### src/rtl/vr_pkg.sv
package vr_pkg;

   typedef enum logic {
      SLOT_VIDEO = 1'b0,
      SLOT_CPU   = 1'b1
   } slot_e;

   function automatic int unsigned half_of(input int unsigned div);
      return div / 2;
   endfunction

endpackage

### src/rtl/vr_phase_gen.sv
module vr_phase_gen
   import vr_pkg::*;
#(
   parameter int unsigned DIV = 4,
   localparam int unsigned CW = (DIV > 1) ? $clog2(DIV) : 1
) (
   input  logic          clk,
   input  logic          rst,
   output logic [CW-1:0] ph_cnt,
   output slot_e         slot,
   output logic          lo_last,
   output logic          hi_last
);
   localparam int unsigned HALF = half_of(DIV);
   localparam logic [CW-1:0] LAST_TICK = CW'(DIV - 1);
   localparam logic [CW-1:0] LO_END    = CW'(HALF - 1);
   localparam logic [CW-1:0] HI_START  = CW'(HALF);

   always_ff @(posedge clk) begin
      if (rst) begin
         ph_cnt <= '0;
      end else if (ph_cnt == LAST_TICK) begin
         ph_cnt <= '0;
      end else begin
         ph_cnt <= ph_cnt + 1'b1;
      end
   end

   assign slot    = (ph_cnt >= HI_START) ? SLOT_CPU : SLOT_VIDEO;
   assign lo_last = (ph_cnt == LO_END);
   assign hi_last = (ph_cnt == LAST_TICK);

   AST_SLOT_ORDER: assert property (@(posedge clk) disable iff (rst)
      lo_last |=> (slot == SLOT_CPU));
   AST_SLOT_WRAP: assert property (@(posedge clk) disable iff (rst)
      hi_last |=> (slot == SLOT_VIDEO));

endmodule

### src/rtl/vr_strobe_gen.sv
module vr_strobe_gen
   import vr_pkg::*;
#(
   parameter int unsigned DIV = 4,
   parameter int unsigned DLY = 1,
   localparam int unsigned CW = (DIV > 1) ? $clog2(DIV) : 1
) (
   input  logic          clk,
   input  logic          rst,
   input  logic [CW-1:0] ph_cnt,
   input  slot_e         slot,
   output logic          strobe
);
   localparam int unsigned HALF = half_of(DIV);
   localparam logic [CW-1:0] ON_AT = CW'(HALF + DLY);

   logic phi2;
   assign phi2 = (slot == SLOT_CPU);

   generate
      if (DLY == 0) begin : g_nodelay
         logic unused_cnt;
         assign unused_cnt = ^ph_cnt;
         assign strobe = phi2;
      end else begin : g_delay
         assign strobe = phi2 && (ph_cnt >= ON_AT);

         AST_STROBE_LEAD: assert property (@(posedge clk) disable iff (rst)
            $rose(phi2) |-> !strobe);
      end
   endgenerate

   AST_STROBE_TRAIL: assert property (@(posedge clk) disable iff (rst)
      $fell(strobe) |-> $fell(phi2));
   AST_STROBE_INSLOT: assert property (@(posedge clk) disable iff (rst)
      strobe |-> phi2);

endmodule

### src/rtl/vr_cpu_port.sv
module vr_cpu_port #(
   parameter int unsigned AW = 15,
   parameter int unsigned DW = 8
) (
   input  logic          clk,
   input  logic          rst,
   input  logic          cap_en,
   input  logic          rd_done,
   input  logic [AW-1:0] cpu_addr,
   input  logic          cpu_rnw,
   input  logic [DW-1:0] cpu_wdata,
   input  logic [DW-1:0] ram_rdata,
   output logic [AW-1:0] addr_q,
   output logic          rnw_q,
   output logic [DW-1:0] wdata_q,
   output logic [DW-1:0] rdata_q
);

   always_ff @(posedge clk) begin
      if (rst) begin
         addr_q  <= '0;
         rnw_q   <= 1'b1;
         wdata_q <= '0;
      end else if (cap_en) begin
         addr_q  <= cpu_addr;
         rnw_q   <= cpu_rnw;
         wdata_q <= cpu_wdata;
      end
   end

   always_ff @(posedge clk) begin
      if (rst) begin
         rdata_q <= '0;
      end else if (rd_done && rnw_q) begin
         rdata_q <= ram_rdata;
      end
   end

   AST_CPU_HOLD: assert property (@(posedge clk) disable iff (rst)
      !$past(cap_en) |-> ($stable(addr_q) && $stable(rnw_q) && $stable(wdata_q)));
   AST_RDATA_KEEP: assert property (@(posedge clk) disable iff (rst)
      !$past(rd_done && rnw_q) |-> $stable(rdata_q));

endmodule

### src/rtl/vr_video_ctr.sv
module vr_video_ctr #(
   parameter int unsigned AW = 15,
   parameter int unsigned DW = 8
) (
   input  logic          clk,
   input  logic          rst,
   input  logic          slot_end,
   input  logic          frame,
   input  logic          fetch_en,
   input  logic [AW-1:0] start_addr,
   input  logic [DW-1:0] ram_rdata,
   output logic [AW-1:0] vaddr,
   output logic [DW-1:0] vdata,
   output logic          vvalid
);
   logic frame_pend;
   logic frame_now;

   assign frame_now = frame_pend || frame;

   always_ff @(posedge clk) begin
      if (rst) begin
         frame_pend <= 1'b0;
      end else if (slot_end) begin
         frame_pend <= 1'b0;
      end else if (frame) begin
         frame_pend <= 1'b1;
      end
   end

   always_ff @(posedge clk) begin
      if (rst) begin
         vaddr <= '0;
      end else if (slot_end) begin
         if (frame_now) begin
            vaddr <= start_addr;
         end else if (fetch_en) begin
            vaddr <= vaddr + 1'b1;
         end
      end
   end

   always_ff @(posedge clk) begin
      if (rst) begin
         vdata  <= '0;
         vvalid <= 1'b0;
      end else begin
         vvalid <= slot_end && fetch_en;
         if (slot_end && fetch_en) begin
            vdata <= ram_rdata;
         end
      end
   end

   AST_VID_PULSE: assert property (@(posedge clk) disable iff (rst)
      vvalid |=> !vvalid);
   AST_VID_HOLD: assert property (@(posedge clk) disable iff (rst)
      !slot_end |=> $stable(vaddr));
   AST_VID_LOAD: assert property (@(posedge clk) disable iff (rst)
      (slot_end && frame_now) |=> (vaddr == $past(start_addr)));

endmodule

### src/rtl/vram_phase_arbiter.sv
module vram_phase_arbiter
   import vr_pkg::*;
#(
   parameter int unsigned AW        = 15,
   parameter int unsigned DW        = 8,
   parameter int unsigned DIV       = 4,
   parameter int unsigned STROBE_DLY = 1
) (
   input  logic          clk,
   input  logic          rst,
   output logic          cpu_phi2,
   input  logic [AW-1:0] cpu_addr,
   input  logic          cpu_rnw,
   input  logic [DW-1:0] cpu_wdata,
   output logic [DW-1:0] cpu_rdata,
   output logic          dev_strobe,
   input  logic [AW-1:0] vid_start,
   input  logic          vid_frame,
   input  logic          vid_fetch_en,
   output logic [AW-1:0] vid_addr,
   output logic [DW-1:0] vid_data,
   output logic          vid_valid,
   output logic [AW-1:0] ram_addr,
   output logic [DW-1:0] ram_wdata,
   input  logic [DW-1:0] ram_rdata,
   output logic          ram_we_n,
   output logic          ram_oe_n
);
   localparam int unsigned CW   = (DIV > 1) ? $clog2(DIV) : 1;
   localparam int unsigned HALF = half_of(DIV);

   generate
      if (DIV < 4 || (DIV % 2) != 0) begin : g_bad_div
         $error("DIV must be even and at least 4");
      end
      if (STROBE_DLY >= HALF) begin : g_bad_dly
         $error("STROBE_DLY must be below half of DIV");
      end
      if (AW < 1 || DW < 1) begin : g_bad_width
         $error("AW and DW must be positive");
      end
   endgenerate

   logic [CW-1:0] ph_cnt;
   slot_e         slot;
   logic          lo_last;
   logic          hi_last;
   logic          strobe;
   logic [AW-1:0] cpu_addr_q;
   logic          cpu_rnw_q;
   logic [DW-1:0] cpu_wdata_q;

   vr_phase_gen #(.DIV(DIV)) u_phase (
      .clk     (clk),
      .rst     (rst),
      .ph_cnt  (ph_cnt),
      .slot    (slot),
      .lo_last (lo_last),
      .hi_last (hi_last)
   );

   vr_strobe_gen #(.DIV(DIV), .DLY(STROBE_DLY)) u_strobe (
      .clk    (clk),
      .rst    (rst),
      .ph_cnt (ph_cnt),
      .slot   (slot),
      .strobe (strobe)
   );

   vr_cpu_port #(.AW(AW), .DW(DW)) u_cpu (
      .clk       (clk),
      .rst       (rst),
      .cap_en    (lo_last),
      .rd_done   (hi_last),
      .cpu_addr  (cpu_addr),
      .cpu_rnw   (cpu_rnw),
      .cpu_wdata (cpu_wdata),
      .ram_rdata (ram_rdata),
      .addr_q    (cpu_addr_q),
      .rnw_q     (cpu_rnw_q),
      .wdata_q   (cpu_wdata_q),
      .rdata_q   (cpu_rdata)
   );

   vr_video_ctr #(.AW(AW), .DW(DW)) u_video (
      .clk        (clk),
      .rst        (rst),
      .slot_end   (lo_last),
      .frame      (vid_frame),
      .fetch_en   (vid_fetch_en),
      .start_addr (vid_start),
      .ram_rdata  (ram_rdata),
      .vaddr      (vid_addr),
      .vdata      (vid_data),
      .vvalid     (vid_valid)
   );

   assign cpu_phi2   = (slot == SLOT_CPU);
   assign dev_strobe = strobe;
   assign ram_addr   = (slot == SLOT_CPU) ? cpu_addr_q : vid_addr;
   assign ram_wdata  = cpu_wdata_q;
   assign ram_we_n   = !(strobe && !cpu_rnw_q);
   assign ram_oe_n   = !((slot == SLOT_VIDEO) || (strobe && cpu_rnw_q));

   AST_NO_VIDEO_WRITE: assert property (@(posedge clk) disable iff (rst)
      !cpu_phi2 |-> ram_we_n);
   AST_WR_NEEDS_STROBE: assert property (@(posedge clk) disable iff (rst)
      !ram_we_n |-> dev_strobe);
   AST_WR_ADDR_STABLE: assert property (@(posedge clk) disable iff (rst)
      (!ram_we_n && $past(!ram_we_n)) |-> ($stable(ram_addr) && $stable(ram_wdata)));
   AST_NO_DRIVE_CLASH: assert property (@(posedge clk) disable iff (rst)
      !(ram_we_n == 1'b0 && ram_oe_n == 1'b0));

endmodule

### config.mk
export PLATFORM = sky130hd
export DESIGN_NAME = vram_phase_arbiter
export DESIGN_NICKNAME = d
export VERILOG_FILES = /design/src/rtl/vr_pkg.sv /design/src/rtl/vr_phase_gen.sv /design/src/rtl/vr_strobe_gen.sv /design/src/rtl/vr_cpu_port.sv /design/src/rtl/vr_video_ctr.sv /design/src/rtl/vram_phase_arbiter.sv
export SDC_FILE = /design/constraint.sdc
export NUM_CORES = 1
export LEC_CHECK = 0
export CAP_MARGIN = 20
export CORE_MARGIN = 1
export CORE_UTILIZATION = 43
export DETAILED_ROUTE_END_ITERATION = 10
export PLACE_DENSITY = 0.8
export SYNTH_ARGS = -nofsm -noshare
export SYNTH_HDL_FRONTEND = slang
export SYNTH_SLANG_ARGS = --single-unit
### constraint.sdc
create_clock -name clk -period 2.3 [get_ports clk]
set_input_delay 0.23 -clock clk [delete_from_list [all_inputs] [get_ports clk]]
set_output_delay 0.23 -clock clk [all_outputs]
set_load 0.005 [all_outputs]
==> impl_metrics.yaml <==
sta:
  rsz0062_at_grt: "no"
  hold_viol: 0
  slew_headroom_pct: 52.8
  timing.final.crit_period_ps: 2230
  setup_viol: 0
  max_freq_mhz: 448
  fin_skew_ps: 8.07
  slew_violations: 0
  max_slew.worst_pin.slew_ps: 708
  finalCritPeriodShare_pct: 97.1
die:
  io-pin-count: 110
  rows: 28
  die_w_um: 80.8
  die-area_mm2: 0.00653
  coreArea_mm2: 0.00596
  initial_utilization_pct: 44.9
  fp.dieH_um: 80.8
layout:
  fin_area_mm2: 0.00420
  area_growth_pct: 57.0
  nNetsFinal: 479
  nFillCells: 473
  multiInputGateArea_mm2: 0.00140
  drive_above_1_share_pct: 14.2
  area.sequential_mm2: 0.00118
  final_cells: 504
  n_antenna_cell: 0
run_status:
  outcome: "finished, final reports clean"
yosys:
  synth_ff_type: "dfxtp_1"
  syn_area_per_cell_um2: 8.73
  synth_common_cells: "dfxtp_1, nand2_1, nor2_1, a21oi_1, mux2i_1"
  synth_cell_types: 43
  synth_enable_flop_cells: 0
  syn_nets: 361
  synth_async_sr_flop_share_pct: 0
  synth.most_common_cell: "dfxtp_1"
  ys_top_cells_by_area: "dfxtp_1, mux2i_1, mux2_2"
  synth_seq_cells: 59
  yosysSeqAreaShare_pct: 44.2
  yosysWarningCount: 0
  synth_area_mm2: 0.00267
  netlist.area_leader.share_pct: 44.2
  syn_inst: 306
  yosysTopAreaCell: "dfxtp_1"
worst_setup_path:
  cp_slowest_cell: "clkdlybuf4s50_1"
  cp_cell_sequence: "inv_1 > ha_2 > nor2_4 > buf_16 > mux2_2 > clkdlybuf4s50_1"
  worst_ep_arrival_time_ps: 2000
  endpoint_kind: "output pin"
  crit_path_max_fanout: 8
  slowest_delay_ps: 440
  critPathKind: "register to output pin"
  cp_data_required_time_ps: 2070
  start_kind: "register"
clocking:
  cts_root_buffer: "clkbuf_8"
  clock_sinks: 59
  cts_buffer_depth: 2
  tritoncts: "built"
  clk_pin_slew_ps: 70
  cts_max_level: 3
  clkLatencyLatePin_ps: 330
  cts_made_buffers: 9
  postCtsHoldBufs: 0
drt:
  firstDrtPassIters: 4
  detail-route-antenna-nets: 0
  post-route-drc-count: 0
  vias_per_cell: 5.50
  routed_wl_mm: 7.99
  via_count: 2773
  drt-wirelength-per-cell_um: 15.8
  drt-initial-drc-count: 252
placed_design:
  dp_cells: 485
  place_area_mm2: 0.00391
  port_buffers: 109
  place.gp.congestion: 0.843
  dp_hpwl_mm: 5.58
global_routing:
  grt_pass1_vias: 2642
  overflow: 0
  grt_pass1_wl_mm: 12.7
  grt_max_degree: 39
  track_usage_pct: 25.6
  antenna_found_initial: 0
power:
  power_density_mw_per_mm2: 679
  leakagePower_nw: 1.75
  peakVddDrop_uv: 431
run:
  maxCapViolations: 0
worst_hold_path:
  hold_path.class: "input pin to register"
[sequential cells by signal, indices dropped and copies added, names as in the netlist]
signal / cells
u_cpu.rdata_q: 8
u_phase.ph_cnt: 2
u_cpu.addr_q: 15
u_cpu.wdata_q: 8
u_video.frame_pend: 1
u_video.vaddr: 15
u_cpu.rnw_q: 1
u_video.vvalid: 1
u_video.vdata: 8
[per-layer routing]
metal  share of wire (%)  vias up  global-route usage (%)
li1                    -     1336                       -
met1                  44     1312                    33.4
met2                  48      113                    40.5
met3                 6.2       12                    4.94
met4                 1.8        0                    12.0
met5                   0        -                       0
[repair_timing]
action | 4_1_cts | 5_1_grt
setup endpoints to repair | 15 | 13
pin swaps | 1 | 0
gates cloned | 1 | 0
setup buffers | 2 | 0
resized for setup | 7 | 13
[kinds of logic after synthesis]
kind of cell             share of synthesized area (%)
AO/OA/AOI/OAI                                     13.5
adder cells (fa/ha/maj)                           1.87
buffers and inverters                             3.70
flip-flops                                        44.2
multiplexers                                      14.9
AND/OR/NAND/NOR                                   21.8
[path summary, 6_finish.rpt]
path / depth (start not counted) / endpoint / from / slack, ps
worst max-delay path: 6 / ram_addr[3] / u_phase.ph_cnt[0] / 70
worst min-delay path: 2 / u_cpu.addr_q[11] / rst / 430
worst max register to register: 5 / u_video.vaddr[12] / u_video.vaddr[1] / 400
worst min register to register: 2 / u_video.vdata[5] / u_video.vdata[5] / 460
[per-stage QoR]
step | setup slack [ps] | util [%] | total power, mW | setup TNS [ps] | hold slack (ps)
after floorplan | 428 | - | 1.49 | 0 | 352
after global placement | 344 | 65.7 | 1.86 | 0 | 442
after detailed placement | 279 | 65.7 | 1.88 | 0 | 449
after CTS | -10.3 | 70.0 | 2.87 | -35.7 | 424
after global routing | 4.03 | 70.4 | 2.97 | 0 | 463
final | 66.2 | 70.4 | 2.85 | 0 | 434
[cells in the final DEF (no fill, tap or decap), types with 11 or more instances in the layout]
cell type | netlist | layout
dlymetal6s2s_1 | 0 | 12
buf_4 | 0 | 18
nor3_1 | 11 | 11
clkdlybuf4s50_1 | 0 | 94
nand3_1 | 18 | 18
dfxtp_1 | 59 | 57
a21oi_1 | 28 | 28
nor2_1 | 31 | 30
mux2_2 | 14 | 14
nand2_1 | 39 | 39
mux2i_1 | 24 | 24
[report_power, final]
part           internal, mW  leakage, nW  switching (mW)
Clock                 0.529        0.102           0.421
Combinational         0.420         1.17           0.303
Sequential             1.10        0.483          0.0741
[worst max-delay path: cells and delay by family (launching register included)]
family	cells	cell delay, ps
adders and majority gates	1	200
buffers and inverters	3	650
DFF	1	330
muxes	1	320
and+or+nand+nor	1	170
[final cells by class]
type	count	area share [%]
Clock inverter	6	1.55
Tap cell	75	2.24
Sequential cell	59	28.2
Timing Repair Buffer	129	30.9
Multi-Input combinational cell	221	33.5
Clock buffer	10	3.28
Inverter	4	0.358
Note: power is estimated with default switching activity, not from simulation.
